`config.mk`:
```
export PLATFORM = sky130hd
export DESIGN_NAME = btn_matrix_reg
export DESIGN_NICKNAME = d
export VERILOG_FILES = /design/src/rtl/btn_pkg.sv /design/src/rtl/btn_sync.sv /design/src/rtl/btn_line_mux.sv /design/src/rtl/fall_pulse.sv /design/src/rtl/btn_matrix_reg.sv
export SDC_FILE = /design/constraint.sdc
export NUM_CORES = 1
export LEC_CHECK = 0
export CAP_MARGIN = 10
export CORE_MARGIN = 4
export CORE_UTILIZATION = 35
export CTS_CLUSTER_DIAMETER = 200
export DETAILED_ROUTE_END_ITERATION = 6
export DONT_BUFFER_PORTS = 1
export HOLD_SLACK_MARGIN = 0.12
export PLACE_DENSITY = 0.6
export SLEW_MARGIN = 20
export SYNTH_ARGS = -nofsm -noshare
export SYNTH_HDL_FRONTEND = slang
export SYNTH_SLANG_ARGS = --single-unit
```
`constraint.sdc`:
```
create_clock -name clk -period 1.6 [get_ports clk]
set_input_delay 0 -clock clk [delete_from_list [all_inputs] [get_ports clk]]
set_output_delay 0 -clock clk [all_outputs]
set_load 0.02 [all_outputs]
```
`src/rtl/btn_pkg.sv`:
```
package btn_pkg;
    localparam int LINES = 4;
    localparam int BTNS  = 2 * LINES;

    // encoding equals {bit5, bit4} of the register; 0 selects a group
    typedef enum logic [1:0] {
        SEL_BOTH = 2'b00,
        SEL_ACT  = 2'b01,
        SEL_DIR  = 2'b10,
        SEL_NONE = 2'b11
    } sel_mode_e;
endpackage

```
`src/rtl/btn_sync.sv`:
```
module btn_sync #(
    parameter int WIDTH  = 8,
    parameter int STAGES = 2
) (
    input  logic             clk,
    input  logic             rst_n,
    input  logic [WIDTH-1:0] d,
    output logic [WIDTH-1:0] q
);
    logic [WIDTH-1:0] stg [STAGES];

    for (genvar g = 0; g < STAGES; g++) begin : g_stage
        if (g == 0) begin : g_first
            always_ff @(posedge clk or negedge rst_n) begin
                if (!rst_n) stg[g] <= '0;
                else        stg[g] <= d;
            end
        end else begin : g_next
            always_ff @(posedge clk or negedge rst_n) begin
                if (!rst_n) stg[g] <= '0;
                else        stg[g] <= stg[g-1];
            end
        end
    end

    assign q = stg[STAGES-1];
endmodule

```
`src/rtl/btn_line_mux.sv`:
```
module btn_line_mux #(
    parameter int LINES = 4
) (
    input  logic [2*LINES-1:0] btn,
    input  logic               dir_en,
    input  logic               act_en,
    output logic [LINES-1:0]   line_n
);
    for (genvar i = 0; i < LINES; i++) begin : g_line
        logic dir_hit;
        logic act_hit;
        assign dir_hit   = dir_en & btn[i];
        assign act_hit   = act_en & btn[LINES+i];
        assign line_n[i] = ~(dir_hit | act_hit);
    end
endmodule

```
`src/rtl/fall_pulse.sv`:
```
module fall_pulse #(
    parameter int WIDTH = 4
) (
    input  logic             clk,
    input  logic             rst_n,
    input  logic [WIDTH-1:0] sig,
    output logic             pulse
);
    logic [WIDTH-1:0] prev_q;

    always_ff @(posedge clk or negedge rst_n) begin
        if (!rst_n) begin
            prev_q <= '1;
            pulse  <= 1'b0;
        end else begin
            prev_q <= sig;
            pulse  <= |(prev_q & ~sig);
        end
    end

    AST_IRQ_CAUSE: assert property (@(posedge clk) disable iff (!rst_n)
        pulse |-> (|($past(sig, 2) & ~$past(sig, 1))));
endmodule

```
`src/rtl/btn_matrix_reg.sv`:
```
module btn_matrix_reg
    import btn_pkg::*;
#(
    parameter int SYNC_STAGES = 2
) (
    input  logic       clk,
    input  logic       rst_n,
    input  logic [7:0] wr_data,
    input  logic       wr_en,
    output logic [7:0] rd_data,
    input  logic [7:0] btn_raw,
    output logic       irq
);
    sel_mode_e        state_q, state_d;
    logic             dir_en, act_en;
    logic [BTNS-1:0]  btn_s;
    logic [LINES-1:0] line_n;

    // next state: a write jumps to the encoded select state
    always_comb begin
        state_d = state_q;
        if (wr_en) state_d = sel_mode_e'(wr_data[5:4]);
    end

    always_ff @(posedge clk or negedge rst_n) begin
        if (!rst_n) state_q <= SEL_BOTH;
        else        state_q <= state_d;
    end

    // outputs per state
    always_comb begin
        dir_en = 1'b0;
        act_en = 1'b0;
        unique case (state_q)
            SEL_BOTH: begin dir_en = 1'b1; act_en = 1'b1; end
            SEL_DIR:  dir_en = 1'b1;
            SEL_ACT:  act_en = 1'b1;
            SEL_NONE: ;
        endcase
    end

    btn_sync #(.WIDTH(BTNS), .STAGES(SYNC_STAGES)) u_sync (
        .clk(clk), .rst_n(rst_n), .d(btn_raw), .q(btn_s)
    );

    btn_line_mux #(.LINES(LINES)) u_mux (
        .btn(btn_s), .dir_en(dir_en), .act_en(act_en), .line_n(line_n)
    );

    fall_pulse #(.WIDTH(LINES)) u_irq (
        .clk(clk), .rst_n(rst_n), .sig(line_n), .pulse(irq)
    );

    assign rd_data = {2'b11, state_q, line_n};

    AST_SEL_WRITE: assert property (@(posedge clk) disable iff (!rst_n)
        wr_en |=> rd_data[5:4] == $past(wr_data[5:4]));
    AST_SEL_HOLD: assert property (@(posedge clk) disable iff (!rst_n)
        !wr_en |=> $stable(rd_data[5:4]));
    AST_NONE_IDLE: assert property (@(posedge clk) disable iff (!rst_n)
        (rd_data[5:4] == 2'b11) |-> (rd_data[3:0] == 4'hF));
endmodule

```
Yosys cells after proc, flatten, opt, wreduce, memory -nomap -nowiden:

Index checks and enable logic that the tools add are counted.

* equality and inequality tests: 2
* muxes and demuxes: 2
* bitwise gates (word level): 18
* reduce and logical (&&, ||, !) cells: 4

Operators with widths (count)
* $and 1x1->1: 8
* $and 4x4->4: 1
* $not 1->1: 4
* $not 4->4: 1
* $or 1x1->1: 4
* $reduce_or 2->1: 2
* $reduce_or 4->1: 1
* $eq 2x1->1 const B: 1
* $eq 2x2->1 const B: 1
* $logic_not 2->1: 1
* $mux 1: 2

* bits in registers: 23
* input port bits: 19
* output and inout port bits: 9
* logic and storage cells: 31

Logic depth before layout (Yosys ltp):

Gate-level depths: netlist of the first run.

* depth in word-level cells: 9
* mapped depth: 3
* gate-level depth less buffers: 3

By module:

A second synthesis of the first run with hierarchy kept.

* cell total of the unflattened synthesis: 47
* area, all modules: 762.0 sq um

Modules (own cells, without submodules)
* btn_sync: times used 1, cells each 24, area an instance 460.4 sq um, seq. area each 400.4 sq um
* fall_pulse: times used 1, cells each 10, area an instance 167.7 sq um, seq. area each 130.1 sq um
* btn_matrix_reg: times used 1, cells each 9, area an instance 98.8 sq um, seq. area each 50.0 sq um
* btn_line_mux: times used 1, cells each 4, area an instance 35.0 sq um, seq. area each 0.0 sq um

Worst setup path before layout of the first run:

Ideal clock, no wire load.

* kind: register -> register
* from: register state_q[0]
* to: register u_irq.prev_q[0]
* setup time: 0.139 ns
* data arrival time: 0.920 ns
* data required time: 1.461 ns
* setup slack: 0.541 ns
* stages on the path, launching flop included: 3
* buffers on the path: 0
* clock period less this slack: 1.059 ns
* cells stage by stage: dfrtp_1 nor2b_1 nor2_1

* longest elaborated chain between the ends: 6
* elaborated cells on any way between the ends: 11
* classes of those cells: eq/ne: 2; mux: 2; bitwise: 4; reduce/logical: 3

Ends and longest elaborated chain
* from (decl): RTL line btn_matrix_reg.sv:14 `sel_mode_e state_q, state_d;`
* from (signal assigned): RTL line btn_matrix_reg.sv:27 `else state_q <= state_d;`
* $eq 2x2->1 (tied with other cells): RTL line btn_matrix_reg.sv:34 `unique case (state_q)`
* $reduce_or 2->1 (no line)
* $mux 1: RTL line btn_matrix_reg.sv:34
* $and 1x1->1, on equally long branches: RTL line btn_line_mux.sv:12, btn_line_mux.sv:13
* $or 1x1->1 (*): RTL line btn_line_mux.sv:14 `assign line_n[i] = ~(dir_hit | act_hit);`
* $not 1->1 (*): RTL line btn_line_mux.sv:14
* named net rd_data[0]: RTL line btn_matrix_reg.sv:10 `output logic [7:0] rd_data,`
* to (signal assigned): RTL line fall_pulse.sv:16 `prev_q <= sig;`
* to (decl): RTL line fall_pulse.sv:9 `logic [WIDTH-1:0] prev_q;`

Mark *: on every way through the listed nets, which the timed path passes. The rest lies on a longest branch.
A chain may end at the register's enable or synchronous reset.

==> results of run 1 <==
cells in the mapped netlist:
| master | instances | area share (%) |
|---|---|---|
| dfrtp_1 | 19 | 67 |
| nor2b_1 | 8 | 7.0 |
| dfstp_2 | 4 | 15 |
| nor2_1 | 4 | 2.1 |
| o21ai_1 | 4 | 2.8 |
| buf_4 | 2 | 2.1 |
| mux2_1 | 2 | 3.2 |
| conb_1 | 1 | 0.53 |
| nand4_1 | 1 | 0.88 |
power by group:
part | switching (uW) | internal [uW] | total, uW | leakage, uW
sequential | 31.3 | 630 | 662 | 0.000263
combinational | 58.7 | 55.3 | 114 | 0.000118
clock | 167 | 95.2 | 263 | 0.0000139
worst reg2reg max path: cells and delay by family (launching register included):
family / cells / cell delay (ps)
buffers and inverters: 1 / 560
multiplexers: 1 / 330
flip-flops: 1 / 530
layout make-up:
class / instances / area, sq um / share of cell area, %
clock buffers: 3 / 22.5 / 2.43
clock inverters: 1 / 7.51 / 0.811
multi-input cells: 21 / 121 / 13.1
flip-flops and latches: 23 / 581 / 62.7
well taps: 27 / 33.8 / 3.65
repair buffers: 17 / 160 / 17.3
per-layer routing:
| metal | wire, um | global-route usage (%) |
|---|---|---|
| met3 | 87 | 5.35 |
| met2 | 555 | 14.3 |
| met5 | 0 | 0 |
| met1 | 401 | 9.72 |
| met4 | 26 | 5.53 |
what timing repair did:
item	4_1_cts	5_1_grt
buffers inserted	0	0
endpoints found under the hold margin	33	0
hold buffers	13	0
per-stage QoR:
step	std cells	setup WS, ps
global placement	75	593
CTS	92	76.3
floorplan	46	541
finish	92	77.4
global route	92	29.2
detailed placement	75	556
logic make-up after synthesis:
kind of cell,share of synthesized area (%)
DFF,81.4
and+or+nand+nor,10.0
muxes,3.16
AOI/OAI and AO/OA,2.81
other,0.526
buffers and inverters,2.10
cells in the final DEF, fill, tap and decap left out:
master         count
clkinvlp_4         1
dlygate4sd3_1     13
nand4_1            1
nor2b_1            8
conb_1             2
clkbuf_4           3
mux2_1             2
dfstp_2            4
dfrtp_1           19
o21ai_1            4
nor2_1             4
buf_4              4
registers in the layout (all words and copies together) (netlist names):
| register | cells |
|---|---|
| u_sync.stg | 8 |
| u_irq.prev_q | 4 |
| state_q | 2 |
| u_irq.pulse | 1 |
| u_sync.q | 8 |
path summary, 6_finish.rpt:
path / slack [ps] / endpoint / startpoint / cells past startpoint
worst min register to register: 360 / u_sync.q[5]$_DFF_PN0_ / u_sync.stg[13]$_DFF_PN0_ / 0
max in group asynchronous: 760 / u_sync.q[1]$_DFF_PN0_ / rst_n / 1
worst max-delay path: 80 / state_q[0]$_DFFE_PN0P_ / state_q[0]$_DFFE_PN0P_ / 2
min in group asynchronous: 270 / state_q[0]$_DFFE_PN0P_ / rst_n / 1
worst min-delay path: 240 / u_sync.stg[15]$_DFF_PN0_ / btn_raw[7] / 1
worst max register to register: 80 / state_q[0]$_DFFE_PN0P_ / state_q[0]$_DFFE_PN0P_ / 2
==> flow_metrics.tcl, run 1 <==
set metrics [dict create \
    hold_ws_ps 242 \
    critPathCaptureType "flip-flop" \
    slew_headroom_pct 36.9 \
    synth_area_per_cell_sq_um 15.8 \
    vias_per_cell 4.16 \
    critPathKind "reg2reg" \
    num_antenna_cells 0 \
    num_vias 383 \
    drive_gt1_share_pct 18.5 \
    gr-usage-all-layers_pct 9.27 \
    slew_viol_final 0 \
    grt_pass1_vias 427 \
    cts_buffers 3 \
    routed_wl_um 1070 \
    ir_drop_uv 836 \
    hpwl_um 686 \
    tns_ps 0 \
    dieArea_sq_um 2820 \
    yosys_warnings 0 \
    final_util_pct 47.7 \
    critPathLaunchType "flip-flop" \
    synth.cell_area_sq_um 713 \
    cp.buffers_inverters 1 \
    cts_num_sinks 23 \
    finalPower_uw 1040 \
    critPathTopFamily "buffers and inverters" \
    final-hold-violation-count 0 \
    maxCapViolCount 0 \
    numPortBuffers 0 \
    p_leak_uw 0.000394 \
    cts_root_buf "clkbuf_4" \
    initial_core_util_pct 36.7 \
    cts.clk_slew.worst_paths_ps 120 \
    ioPinCount 28 \
    netlist_instances 45 \
    hold_path.class "in2reg" \
    powerDensity_nw_per_um2 1120 \
    seq_area_frac_synth_pct 81.4 \
    drc 0 \
    yosysUniqueCellTypes 9 \
    rsz0062_at_grt "false" \
    cp_slowest_cell "dlygate4sd3_1" \
    wl_per_cell_um 11.6 \
    tritoncts "yes" \
    first_iter_violations 1 \
    clock_path_buffers 2 \
    cp.arrival_ps 1730 \
    skew_ps 6.70 \
    fin_nets 85 \
    insertion_delay_ps 310 \
    place_area_sq_um 766 \
    fp.dieH_um 53.1 \
    core-area_sq_um 1940 \
    finalInstanceArea_sq_um 926 \
    crit_path_max_incr_delay_ps 560 \
    drt-pass1-iter-count 2 \
    cp_cell_sequence "mux2_1 > dlygate4sd3_1" \
    worstPathRequired_ps 1800 \
    fillCellCount 177 \
    status "finished clean" \
    grt_max_degree 24 \
    setup-violations-final 0 \
    htreeDepth 1 \
    gp_congestion 0.659 \
    min_period_ps 1520 \
    tightest_slew_ps 943 \
    num_rows 16 \
    grt-ovfl-total 0 \
    cp_max_fo 6 \
    detail-route-antenna-nets 0 \
    cts_resized 0 \
    yosys_register_bits 23 \
    antenna_found_initial 0 \
    syn_to_final_growth_pct 29.8 \
    max_clock_freq_mhz 657 \
    fp.dieW_um 53.1 \
    period_share_pct 95.2 \
    grt_first_pass_wirelength_um 1780 \
]
Note: power is estimated with default switching activity, not from simulation.
==> inputs of run 2 (changes only) <==
--- a/config.mk
+++ b/config.mk
@@ -13,6 +13,7 @@
 export DONT_BUFFER_PORTS = 1
 export HOLD_SLACK_MARGIN = 0.12
 export PLACE_DENSITY = 0.6
+export RECOVER_POWER = 50
 export SLEW_MARGIN = 20
 export SYNTH_ARGS = -nofsm -noshare
 export SYNTH_HDL_FRONTEND = slang
==> constraint.sdc (replaced) <==
create_clock -name clk -period 1.9 [get_ports clk]
set_input_delay 0.38 -clock clk [delete_from_list [all_inputs] [get_ports clk]]
set_output_delay 0.38 -clock clk [all_outputs]
set_load 0.02 [all_outputs]
==> run 2 against run 1 <==
Against the previous run: clock power is 19% lower; flip-flop and latch count is the same; die area did not move; worst hold slack got worse by 32 ps; via count shrank 10%; worst setup slack gained 82 ps; global-route usage down 1.1 points; critical path type is now reg2out; critical endpoint is now rd_data[0].
==> flow_metrics.tcl, run 2 (synthesized netlist as in run 1, its figures left out) <==
set metrics [dict create \
    htreeDepth 1 \
    num_rows 16 \
    cts.clk_slew.worst_paths_ps 110 \
    fin_nets 77 \
    cp_max_fo 6 \
    cts_resized 0 \
    cts_buffers 3 \
    drive_gt1_share_pct 12.3 \
    p_leak_uw 0.000360 \
    slew_viol_final 0 \
    place_area_sq_um 736 \
    skew_ps 1.94 \
    num_vias 343 \
    status "finished clean" \
    tightest_slew_ps 947 \
    initial_core_util_pct 36.7 \
    critPathTopFamily "flip-flops" \
    crit_path_max_incr_delay_ps 560 \
    min_period_ps 1740 \
    tritoncts "yes" \
    setup_slack_ps 160 \
    hpwl_um 668 \
    r2r_slack_ps 700 \
    seqPwrFrac_pct 66.3 \
    p_int_uw 639 \
    antenna_found_initial 0 \
    layout_common_cells "dfrtp_1, dlygate4sd3_1, nor2b_1, nor2_1, dfstp_2" \
    cp.arrival_ps 1360 \
    numPortBuffers 0 \
    cp.buffers_inverters 0 \
    setup-violations-final 0 \
    combPwrFrac_pct 8.4 \
    fp.dieW_um 53.1 \
    critPathKind "reg2out" \
    gr-usage-all-layers_pct 8.17 \
    period_share_pct 91.6 \
    core-area_sq_um 1940 \
    cp_slowest_cell "dfrtp_1" \
    final_common_cell "dfrtp_1" \
    grt_max_degree 24 \
    fillCellCount 175 \
    clock_path_buffers 2 \
    swShare_pct 23.9 \
    finalPower_uw 840 \
    max_clock_freq_mhz 575 \
    vias_per_cell 4.08 \
    cts_root_buf "clkbuf_4" \
    grt-ovfl-total 0 \
    num_antenna_cells 0 \
    ioPinCount 28 \
    cts_num_sinks 23 \
    wl_per_cell_um 11.3 \
    syn_to_final_growth_pct 19.5 \
    first_iter_violations 0 \
    dieArea_sq_um 2820 \
    p_sw_uw 201 \
    tns_ps 0 \
    slew_headroom_pct 36.7 \
    maxCapViolCount 0 \
    final_util_pct 43.9 \
    hold_path.class "in2reg" \
    p_clk_share_pct 25.3 \
    drc 0 \
    grt_pass1_vias 371 \
    critPathLaunchType "flip-flop" \
    powerDensity_nw_per_um2 986 \
    dp_slack_ps 483 \
    finalInstanceArea_sq_um 852 \
    grt_first_pass_wirelength_um 1600 \
    fp.dieH_um 53.1 \
    cp_cell_sequence "nor2b_1 > nor2_1" \
    insertion_delay_ps 300 \
    detail-route-antenna-nets 0 \
    drt-pass1-iter-count 1 \
    routed_wl_um 947 \
    critPathCaptureType "output pin" \
    ir_drop_uv 565 \
    rsz0062_at_grt "false" \
    final-hold-violation-count 0 \
    gp_congestion 0.697 \
    worstPathRequired_ps 1520 \
]
[run 2: cell types whose count changed in the layout (fill, tap and decap cells not counted), sizes merged]
cell / change
dlygate4sd3: -4
buf: -4
clkbuf: +1
clkinvlp: -1
[run 2: final timing paths]
path                                     startpoint                   endpoint  cells after the start
max                          state_q[0]$_DFFE_PN0P_                 rd_data[0]                      2
min                                      wr_data[4]     state_q[0]$_DFFE_PN0P_                      1
max reg2reg                  state_q[0]$_DFFE_PN0P_  u_irq.prev_q[0]$_DFF_PN1_                      2
min reg2reg                u_sync.stg[12]$_DFF_PN0_      u_sync.q[4]$_DFF_PN0_                      0
max in group asynchronous                     rst_n      u_sync.q[0]$_DFF_PN0_                      1
min in group asynchronous                     rst_n     state_q[0]$_DFFE_PN0P_                      1
[run 2: worst reg2reg max path: cells and delay by family (launching register included)]
kind,cells,cell delay (ps)
AND/OR/NAND/NOR,2,500
flip-flops,1,560
[run 2: power groups by stage]
stage	Sequential, uW	Combinational [uW]	Clock, uW
floorplan	561	46.4	0
CTS	558	72.5	225
global route	562	80.3	238
finish	557	70.4	213
global placement	566	48.2	0
detailed placement	568	49.3	0
[run 2: cell type report]
cell class,instances,area (sq um),area share (%)
clock buffers,4,26.3,3.08
multi-input cells,21,121,14.2
flip-flops and latches,23,581,68.1
well taps,27,33.8,3.96
repair buffers,9,90.1,10.6
[run 2: metal layers]
layer | share of wire (%) | global-route usage [%] | vias to the layer above | routed length [um]
met5 | 0 | 0 | - | 0
met4 | 1.1 | 6.38 | 0 | 10
met3 | 7.1 | 1.97 | 2 | 67
met2 | 51 | 12.4 | 10 | 485
met1 | 41 | 9.85 | 169 | 384
li1 | - | - | 162 | -
[run 2: what timing repair did]
action / 4_1_cts / 5_1_grt
endpoints found under the hold margin: 31 / 0
hold buffers: 9 / 0
setup endpoints to repair: 0 / 0
setup buffers: 0 / 0
[run 2: stage by stage]
| step | cells | hold WS (ps) |
|---|---|---|
| floorplan | 46 | 84.4 |
| global placement | 71 | 85.1 |
| detailed placement | 71 | 85.0 |
| CTS | 84 | 196 |
| global route | 84 | 190 |
| finish | 84 | 210 |
==> inputs of run 3 (changes only) <==
--- a/config.mk
+++ b/config.mk
@@ -12,6 +12,7 @@
 export DETAILED_ROUTE_END_ITERATION = 6
 export DONT_BUFFER_PORTS = 1
 export HOLD_SLACK_MARGIN = 0.12
+export MAX_ROUTING_LAYER = met4
 export PLACE_DENSITY = 0.6
 export RECOVER_POWER = 50
 export SLEW_MARGIN = 20
==> run 3 against run 2 <==
Against the previous run: flip-flop and latch count stayed put; clock skew is essentially flat; global-route usage up 0.21 points; total power is essentially flat; maximum frequency did not move; register-to-register slack barely moved; non-clock buffer count is the same; cell count unchanged; sequential power is essentially flat; clock-buffer cell count unchanged; combinational power hardly changed.
==> flow_metrics.tcl, run 3 (synthesized netlist as in run 1, its figures left out) <==
set metrics [dict create \
    hpwl_um 668 \
    worstHoldStart "wr_data[4]" \
    status "finished clean" \
    p_clk_share_pct 25.3 \
    setup_slack_ps 160 \
    cts.clk_slew.worst_paths_ps 110 \
    cp_max_fo 6 \
    initial_core_util_pct 36.7 \
    fillCellCount 175 \
    cts_root_buf "clkbuf_4" \
    slew_viol_final 0 \
    htreeDepth 1 \
    detail-route-antenna-nets 0 \
    grt_max_degree 24 \
    p_leak_uw 0.000360 \
    cp.arrival_ps 1360 \
    tightest_slew_ps 947 \
    grt_busiest_layer "met2" \
    insertion_delay_ps 300 \
    critPathCaptureType "output pin" \
    drive_gt1_share_pct 12.3 \
    syn_to_final_growth_pct 19.5 \
    multi_input_area_sq_um 121 \
    routed_wl_um 947 \
    cts_num_sinks 23 \
    wl_per_cell_um 11.3 \
    dieArea_sq_um 2820 \
    final_common_cell "dfrtp_1" \
    ioPinCount 28 \
    combPwrFrac_pct 8.4 \
    clock_path_buffers 2 \
    core-area_sq_um 1940 \
    r2r_start "state_q[0]$_DFFE_PN0P_" \
    hold_ws_ps 210 \
    final-hold-violation-count 0 \
    ir_drop_uv 565 \
    antenna_found_initial 0 \
    grt_first_pass_wirelength_um 1590 \
    p_sw_uw 201 \
    reg2reg_to "u_irq.prev_q[0]$_DFF_PN1_" \
    worstPathRequired_ps 1520 \
    num_rows 16 \
    setup-violations-final 0 \
    layout_common_cells "dfrtp_1, dlygate4sd3_1, nor2b_1, nor2_1, dfstp_2" \
    grt_pass1_vias 371 \
    min_period_ps 1740 \
    reg2reg_depth 2 \
    grt_util_met3_pct 1.97 \
    regArea_sq_um 581 \
    first_iter_violations 0 \
    gr-usage-all-layers_pct 8.38 \
    grt-ovfl-total 0 \
    num_vias 343 \
    min_path_cells 1 \
    cts_buffers 3 \
    rsz0062_at_grt "false" \
    grtUsageMet2_pct 12.4 \
    critPathLaunchType "flip-flop" \
    drt-pass1-iter-count 1 \
    powerDensity_nw_per_um2 986 \
    swShare_pct 23.9 \
    vias_per_cell 4.08 \
    gp_congestion 0.704 \
    fp.dieH_um 53.1 \
    finalPower_uw 840 \
    skew_ps 1.94 \
    period_share_pct 91.6 \
    tritoncts "yes" \
    numPortBuffers 0 \
    hold_end "state_q[0]$_DFFE_PN0P_" \
    critPathKind "reg2out" \
    p_int_uw 639 \
    drc 0 \
    final_util_pct 43.9 \
    r2r_slack_ps 700 \
    slew_headroom_pct 36.7 \
    met1_usage_pct 9.85 \
    num_antenna_cells 0 \
    cts_resized 0 \
    seqPwrFrac_pct 66.3 \
    maxCapViolCount 0 \
    fp.dieW_um 53.1 \
    max_clock_freq_mhz 575 \
    dp_slack_ps 483 \
    hold_path.class "in2reg" \
    fin_nets 77 \
    tns_ps 0 \
    postCtsSetupBuffers 0 \
]
==> run 3: cell counts in the layout (fill, tap and decap cells not counted) <==
Identical to the previous run, type by type.
==> run 3: worst max path at each step <==
stage | end | cells after the start | start | slack [ps]
6_report | rd_data[0] | 2 | state_q[0]$_DFFE_PN0P_ | 160
4_1_cts | rd_data[3] | 2 | state_q[1]$_DFFE_PN0P_ | 130
5_1_grt | rd_data[0] | 2 | state_q[0]$_DFFE_PN0P_ | 70
2_1_floorplan | rd_data[0] | 2 | state_q[0]$_DFFE_PN0P_ | 600
3_5_place_dp | rd_data[3] | 2 | state_q[1]$_DFFE_PN0P_ | 480
3_3_place_gp | rd_data[0] | 2 | state_q[0]$_DFFE_PN0P_ | 490
==> run 3: critical path: stages (launching register included) <==
cell	delay (ps)
dfrtp_1	560
nor2b_1	100
nor2_1	400
==> run 3: area by class of cell <==
type | count | share of cell area (%)
clock buffer | 4 | 3.08
multi-input combinational | 21 | 14.2
sequential | 23 | 68.1
tap | 27 | 3.96
timing repair buffer | 9 | 10.6
==> run 3: per-stage QoR <==
step	cell area (sq um)	instances
floorplan	717	46
global placement	736	71
detailed placement	736	71
CTS	852	84
global route	852	84
finish	852	84
==> run 3: per-layer routing <==
layer	share of wire, %	routed length, um	vias up
met5	0	0	-
met4	1.1	10	0
met3	7.1	67	2
met2	51	485	10
met1	41	384	169
li1	-	-	162
==> run 3: repair_timing <==
item | 4_1_cts | 5_1_grt
hold buffers | 9 | 0
endpoints found under the setup margin | 0 | 0
endpoints found under the hold margin | 31 | 0
==> run 3: power groups by stage <==
stage               clock network [uW]  logic (uW)  registers, uW
floorplan                            0        46.4            561
global placement                     0        48.2            566
detailed placement                   0        49.3            568
CTS                                225        72.5            558
global route                       238        80.3            562
finish                             213        70.4            557
